`src/rtl/padfn_pkg.sv`:
```
package padfn_pkg;
  localparam int NUM_FN  = 5;
  localparam int CODE_W  = 3;
  localparam int NUM_REG = NUM_FN + 1;
  localparam int PU_IDX  = NUM_FN;

  typedef enum logic [CODE_W-1:0] {
    FN_GPIO = 3'd0,
    FN_SEC  = 3'd1,
    FN_TER  = 3'd2,
    FN_QUA  = 3'd3,
    FN_DBG  = 3'd4,
    FN_ALT  = 3'd5
  } fn_code_e;

  typedef enum logic [1:0] {
    OP_WRITE = 2'd0,
    OP_SET   = 2'd1,
    OP_CLEAR = 2'd2,
    OP_NONE  = 2'd3
  } bus_op_e;

  // Register index 0..4 are the select masks in precedence order, 5 is pull-up
  function automatic logic [7:0] reg_offset(int idx);
    case (idx)
      0:       return 8'h14;
      1:       return 8'h8C;
      2:       return 8'h94;
      3:       return 8'h9C;
      4:       return 8'hA4;
      default: return 8'hAC;
    endcase
  endfunction
endpackage

```
`src/rtl/padfn_regs.sv`:
```
module padfn_regs
  import padfn_pkg::*;
#(
  parameter int NUM_PINS = 32,
  parameter int ADDR_W   = 8
) (
  input  logic                          clk,
  input  logic                          rst,
  input  logic                          we,
  input  logic                          re,
  input  logic [1:0]                    op,
  input  logic [ADDR_W-1:0]             addr,
  input  logic [NUM_PINS-1:0]           wdata,
  output logic [NUM_PINS-1:0]           rdata,
  output logic [NUM_FN-1:0][NUM_PINS-1:0] sel_o,
  output logic [NUM_PINS-1:0]           pu_o
);
  logic [NUM_PINS-1:0] regs_q [NUM_REG];
  logic [NUM_REG-1:0]  hit;
  logic                any_hit;
  logic [NUM_PINS-1:0] rd_mux;

  assign any_hit = |hit;

  for (genvar g = 0; g < NUM_REG; g++) begin : g_reg
    assign hit[g] = (addr == ADDR_W'(reg_offset(g)));

    always_ff @(posedge clk) begin
      if (rst) begin
        regs_q[g] <= '0;
      end else if (we && hit[g]) begin
        case (bus_op_e'(op))
          OP_WRITE: regs_q[g] <= wdata;
          OP_SET:   regs_q[g] <= regs_q[g] | wdata;
          OP_CLEAR: regs_q[g] <= regs_q[g] & ~wdata;
          default:  regs_q[g] <= regs_q[g];
        endcase
      end
    end

    // full write lands next edge
    p_full_write_r2: assert property (@(posedge clk) disable iff (rst)
      (we && op == OP_WRITE && hit[g]) |=> regs_q[g] == $past(wdata));
    // set-mask raises masked bits, keeps the rest
    p_set_mask_r3: assert property (@(posedge clk) disable iff (rst)
      (we && op == OP_SET && hit[g]) |=>
        ((regs_q[g] & $past(wdata)) == $past(wdata)) &&
        ((regs_q[g] & ~$past(wdata)) == ($past(regs_q[g]) & ~$past(wdata))));
    // clear-mask drops masked bits, keeps the rest
    p_clr_mask_r3: assert property (@(posedge clk) disable iff (rst)
      (we && op == OP_CLEAR && hit[g]) |=>
        ((regs_q[g] & $past(wdata)) == '0) &&
        ((regs_q[g] & ~$past(wdata)) == ($past(regs_q[g]) & ~$past(wdata))));
    // op 3 leaves the register alone
    p_noop_r3: assert property (@(posedge clk) disable iff (rst)
      (we && op == OP_NONE) |=> $stable(regs_q[g]));
    // unmapped writes change nothing
    p_unmapped_r10: assert property (@(posedge clk) disable iff (rst)
      (we && !any_hit) |=> $stable(regs_q[g]));
    // read returns the value held at the read edge
    p_readback_r9: assert property (@(posedge clk) disable iff (rst)
      (re && hit[g]) |=> rdata == $past(regs_q[g]));
  end

  for (genvar f = 0; f < NUM_FN; f++) begin : g_sel
    assign sel_o[f] = regs_q[f];
  end
  assign pu_o = regs_q[PU_IDX];

  always_comb begin
    rd_mux = '0;
    for (int k = 0; k < NUM_REG; k++) begin
      if (hit[k]) rd_mux = regs_q[k];
    end
  end

  always_ff @(posedge clk) begin
    if (rst)     rdata <= '0;
    else if (re) rdata <= rd_mux;
  end
endmodule

```
`src/rtl/padfn_pin.sv`:
```
module padfn_pin
  import padfn_pkg::*;
(
  input  logic              clk,
  input  logic              rst,
  input  logic [NUM_FN-1:0] sel,
  input  logic [NUM_FN:0]   src_do,
  input  logic [NUM_FN:0]   src_oe,
  output logic              pad_do,
  output logic              pad_oe,
  output logic [CODE_W-1:0] code
);
  // Walk from lowest precedence up so the highest set bit is written last
  always_comb begin
    code = FN_GPIO;
    for (int k = NUM_FN - 1; k >= 0; k--) begin
      if (sel[k]) code = CODE_W'(k + 1);
    end
  end

  assign pad_do = src_do[code];
  assign pad_oe = src_oe[code];

  // secondary always wins
  p_sec_wins_r4: assert property (@(posedge clk) disable iff (rst)
    sel[0] |-> (code == FN_SEC && pad_do == src_do[1] && pad_oe == src_oe[1]));
  // tertiary beats every lower select
  p_ter_order_r4: assert property (@(posedge clk) disable iff (rst)
    (sel[1] && !sel[0]) |-> code == FN_TER);
  // empty selection hands the pad to GPIO
  p_gpio_default_r4: assert property (@(posedge clk) disable iff (rst)
    (sel == '0) |-> (code == FN_GPIO && pad_do == src_do[0] && pad_oe == src_oe[0]));
  // code never leaves the defined range
  p_code_range_r5: assert property (@(posedge clk) disable iff (rst)
    code <= FN_ALT);
endmodule

```
`src/rtl/padfn_router.sv`:
```
module padfn_router
  import padfn_pkg::*;
#(
  parameter int NUM_PINS = 32,
  parameter int ADDR_W   = 8
) (
  input  logic                       clk,
  input  logic                       rst,
  input  logic                       bus_we,
  input  logic                       bus_re,
  input  logic [1:0]                 bus_op,
  input  logic [ADDR_W-1:0]          bus_addr,
  input  logic [NUM_PINS-1:0]        bus_wdata,
  output logic [NUM_PINS-1:0]        bus_rdata,
  input  logic [NUM_PINS-1:0]        gpio_do,
  input  logic [NUM_PINS-1:0]        gpio_oe,
  input  logic [NUM_PINS-1:0]        sec_do,
  input  logic [NUM_PINS-1:0]        sec_oe,
  input  logic [NUM_PINS-1:0]        ter_do,
  input  logic [NUM_PINS-1:0]        ter_oe,
  input  logic [NUM_PINS-1:0]        qua_do,
  input  logic [NUM_PINS-1:0]        qua_oe,
  input  logic [NUM_PINS-1:0]        dbg_do,
  input  logic [NUM_PINS-1:0]        dbg_oe,
  input  logic [NUM_PINS-1:0]        alt_do,
  input  logic [NUM_PINS-1:0]        alt_oe,
  input  logic [NUM_PINS-1:0]        pad_di,
  output logic [NUM_PINS-1:0]        pad_do,
  output logic [NUM_PINS-1:0]        pad_oe,
  output logic [NUM_PINS-1:0]        pad_pu,
  output logic [NUM_PINS-1:0]        periph_di,
  output logic [CODE_W*NUM_PINS-1:0] fn_code
);
  logic [NUM_FN-1:0][NUM_PINS-1:0] sel;

  padfn_regs #(.NUM_PINS(NUM_PINS), .ADDR_W(ADDR_W)) u_regs (
    .clk   (clk),
    .rst   (rst),
    .we    (bus_we),
    .re    (bus_re),
    .op    (bus_op),
    .addr  (bus_addr),
    .wdata (bus_wdata),
    .rdata (bus_rdata),
    .sel_o (sel),
    .pu_o  (pad_pu)
  );

  for (genvar i = 0; i < NUM_PINS; i++) begin : g_pin
    padfn_pin u_pin (
      .clk    (clk),
      .rst    (rst),
      .sel    ({sel[4][i], sel[3][i], sel[2][i], sel[1][i], sel[0][i]}),
      .src_do ({alt_do[i], dbg_do[i], qua_do[i], ter_do[i], sec_do[i], gpio_do[i]}),
      .src_oe ({alt_oe[i], dbg_oe[i], qua_oe[i], ter_oe[i], sec_oe[i], gpio_oe[i]}),
      .pad_do (pad_do[i]),
      .pad_oe (pad_oe[i]),
      .code   (fn_code[CODE_W*i +: CODE_W])
    );
  end

  assign periph_di = pad_di;
endmodule

```
`config.mk`:
```
export PLATFORM = sky130hd
export DESIGN_NAME = padfn_router
export DESIGN_NICKNAME = d
export VERILOG_FILES = /design/src/rtl/padfn_pkg.sv /design/src/rtl/padfn_regs.sv /design/src/rtl/padfn_pin.sv /design/src/rtl/padfn_router.sv
export SDC_FILE = /design/constraint.sdc
export NUM_CORES = 1
export LEC_CHECK = 0
export CORE_AREA = 2 2 281 283
export DETAILED_ROUTE_END_ITERATION = 12
export DIE_AREA = 0 0 283 285
export PLACE_DENSITY = 0.53
export SETUP_SLACK_MARGIN = 0.1
export SLEW_MARGIN = 20
export SYNTH_ARGS = -nofsm -noshare
export SYNTH_HDL_FRONTEND = slang
export SYNTH_HIERARCHICAL = 1
export SYNTH_SLANG_ARGS = --single-unit
export TNS_END_PERCENT = 30
```
`constraint.sdc`:
```
create_clock -name clk -period 3.03 [get_ports clk]
set_input_delay 0.303 -clock clk [delete_from_list [all_inputs] [get_ports clk]]
set_output_delay 0.303 -clock clk [all_outputs]
set_load 0.05 [all_outputs]
```
==> results.cfg <==
[setup_path]
worstSetupStartpointType = register
worst-path-max-fanout = 7
crit_path_cell_trace = nor3b_1, o31a_2, o22ai_1, clkdlybuf4s50_1
path_delay_family = buffers and inverters
cp_num_buf_inv = 1
cpMaxStageDelayCell = clkdlybuf4s50_1
crit_arrival_ns = 2.65
required_ns = 2.73
slowest_delay_ns = 0.84
path_class = reg -> out
cp-end-kind = primary output

[finish]
multiInputGateArea_sq_um = 9770
fin_nets = 3044
synthToLayoutAreaGrowth_pct = 52.2
drive_gt1_share_pct = 11.0
n_fill_cell = 7997
design_area_sq_um = 26000
seq_area_sq_um = 6410
instances_no_fill = 3657

[power]
sw_frac_of_total_pct = 32.1
ir_drop_v = 0.000378
powerDensity_nw_per_um2 = 371
power_frac_seq_pct = 37.9
fin_total_pwr_mw = 9.63
p_int_mw = 6.54
power.switching_mw = 3.09
clkPwrFrac_pct = 35.8
leakagePower_nw = 8.65
power_frac_comb_pct = 26.3

[cts]
clkLatencyLatePin_ns = 0.58
htree_num_levels = 1
cts_inserted_buffers = 29
post_cts_buffers = 0
clock_path_buffers = 3
clock_sinks = 224
path_clk_slew_ns = 0.06
cts-root-buf = clkbuf_16
tritoncts = done
cts_hold_buf = 0

[route]
dr.pass1.iters = 5
postRouteAntennaNets = 0
vias = 19100
drc_errors = 0
vias_per_cell = 5.21
totalWireLength_microns = 90900
wl_per_cell_microns = 24.9
drt-initial-drc-count = 1655

[placement]
dp_hpwl_microns = 66500
dpl_cell_area_sq_um = 25000
place_inst = 3601
gp_congestion = 0.931
port_buffers = 653

[floorplanning]
rows = 103
core_area_sq_um = 78000
io_pins = 718
dieArea_sq_um = 80700
chipWidth_microns = 283
dieHeight_microns = 285
start_util_pct = 21.9

[global_route]
grt_pass1_vias = 18900
grt_max_degree = 65
grt_pass1_wl_microns = 129000
antenna_found_initial = 6
grt.overflow.total = 0
track_usage_pct = 21.2

[synthesis]
synth_area_leaders = edfxtp_1, nand2_1, o32ai_1
yosysTopAreaCell = edfxtp_1
synth.top_cell.area_share_pct = 33.8
synth_area_sq_um = 17100
yosysSeqAreaShare_pct = 37.6
synth.ff_latch_count = 224
synth_common_cells = nand2_1, nor2_1, edfxtp_1
synthArstFlopShare_pct = 0
synth_flop_cell = edfxtp_1
synth_edf_count = 192
synth_nets = 2456
yosys_warnings = 6
syn-mean-instance-area_sq_um = 8.55
synth.most_common_cell = nand2_1
synth_cell_types = 48
netlist_instances = 1994

[timing]
slew_viol_final = 0
fin_skew_ns = 0.0152
rsz0062_at_grt = yes
max_slew_margin_pct = 26.9
clock.fmax_mhz = 339
tightest_slew_ns = 1.10
period_needed_ns = 2.95
hold_violations = 0
setup_viol = 0
post-route-period-util_pct = 97.4
holdWs_ns = 0.178

[run]
max-cap-violations = 0

[hold_path]
hold_path_class = in -> reg

[status]
status = finished clean
## kinds of logic after synthesis
family	synth area share [%]
AND/OR/NAND/NOR	26.4
AO/OA/AOI/OAI	27.7
buffers and inverters	6.21
flip-flops	37.6
multiplexers	2.11
XOR/XNOR	0.0514
## state kept, by name, summed over array words and instances (netlist names)
register,cells
u_regs/regs_q,192
u_regs/rdata,32
## routing by layer
metal / share of wire [%] / up-vias / global-route usage [%]
met1: 41 / 9298 / 26.7
met5: 0.029 / - / 0
met4: 2.6 / 4 / 6.08
met2: 48 / 958 / 36.7
met3: 8.1 / 136 / 4.03
li1: - / 8665 / -
## placed cells by master (no fill, tap or decap), types with 5 or more instances in the layout
| master | instances |
|---|---|
| a21oi_1 | 101 |
| a221oi_1 | 32 |
| a22oi_1 | 64 |
| a31oi_1 | 32 |
| buf_12 | 16 |
| buf_4 | 65 |
| clkbuf_16 | 29 |
| clkdlybuf4s50_1 | 616 |
| clkinv_1 | 5 |
| clkinv_2 | 9 |
| dfxtp_1 | 32 |
| dlygate4sd2_1 | 12 |
| dlymetal6s2s_1 | 17 |
| edfxtp_1 | 192 |
| inv_1 | 62 |
| mux2_2 | 32 |
| nand2_1 | 242 |
| nand2b_1 | 34 |
| nand3_1 | 47 |
| nand3b_1 | 21 |
| nand4b_1 | 32 |
| nor2_1 | 197 |
| nor2b_1 | 129 |
| nor3b_1 | 65 |
| o21a_1 | 64 |
| o21ai_0 | 45 |
| o21ai_1 | 54 |
| o21bai_1 | 32 |
| o22ai_1 | 83 |
| o31a_2 | 64 |
| o32ai_1 | 94 |
| or3_4 | 32 |
## power groups by stage
stage | Clock [mW] | Combinational [mW] | Sequential, mW
after floorplan | 0 | 1.34 | 3.68
after global placement | 0 | 2.53 | 3.71
after detailed placement | 0 | 2.54 | 3.71
after CTS | 3.52 | 2.54 | 3.65
after global routing | 3.62 | 2.65 | 3.67
final | 3.45 | 2.53 | 3.65
## worst register-to-register path: cells and delay by family, from the launching register on
kind                   cells  cell delay (ns)
AO/OA/AOI/OAI              3             0.65
buffers and inverters      1             0.20
flip-flops                 1             0.50
## final cells by class
class / count / area share, %
multi-input cells: 1538 / 37.6
repair buffers: 727 / 28.1
flip-flops and latches: 224 / 24.7
well taps: 1050 / 5.06
clock buffers: 33 / 2.93
inverters: 62 / 0.897
clock inverters: 21 / 0.646
diodes: 2 / 0.0193
## metrics by stage
step | utilization [%] | TNS (ns) | setup WS [ns]
after floorplan | - | -2.82 | -0.0440
after global placement | 32.1 | 0 | 0.308
after detailed placement | 32.1 | 0 | 0.281
after CTS | 33.2 | 0 | 0.0368
after global routing | 33.3 | 0 | 0.0359
final | 33.3 | 0 | 0.0797
## worst paths after layout
check,startpoint,end,slack (ns),cells past startpoint
max,u_regs/regs_q[2][6],pad_oe[6],0.08,4
min,rst,u_regs/rdata[14],0.18,2
max reg2reg,u_regs/regs_q[1][2],u_regs/rdata[2],1.54,4
min reg2reg,u_regs/rdata[19],u_regs/rdata[19],0.66,3
## what timing repair did
action                     CTS  global route
gates resized for setup     12            17
setup endpoints to repair   43            58
gates cloned                 0             0
Power figures use the tool's default switching activity.
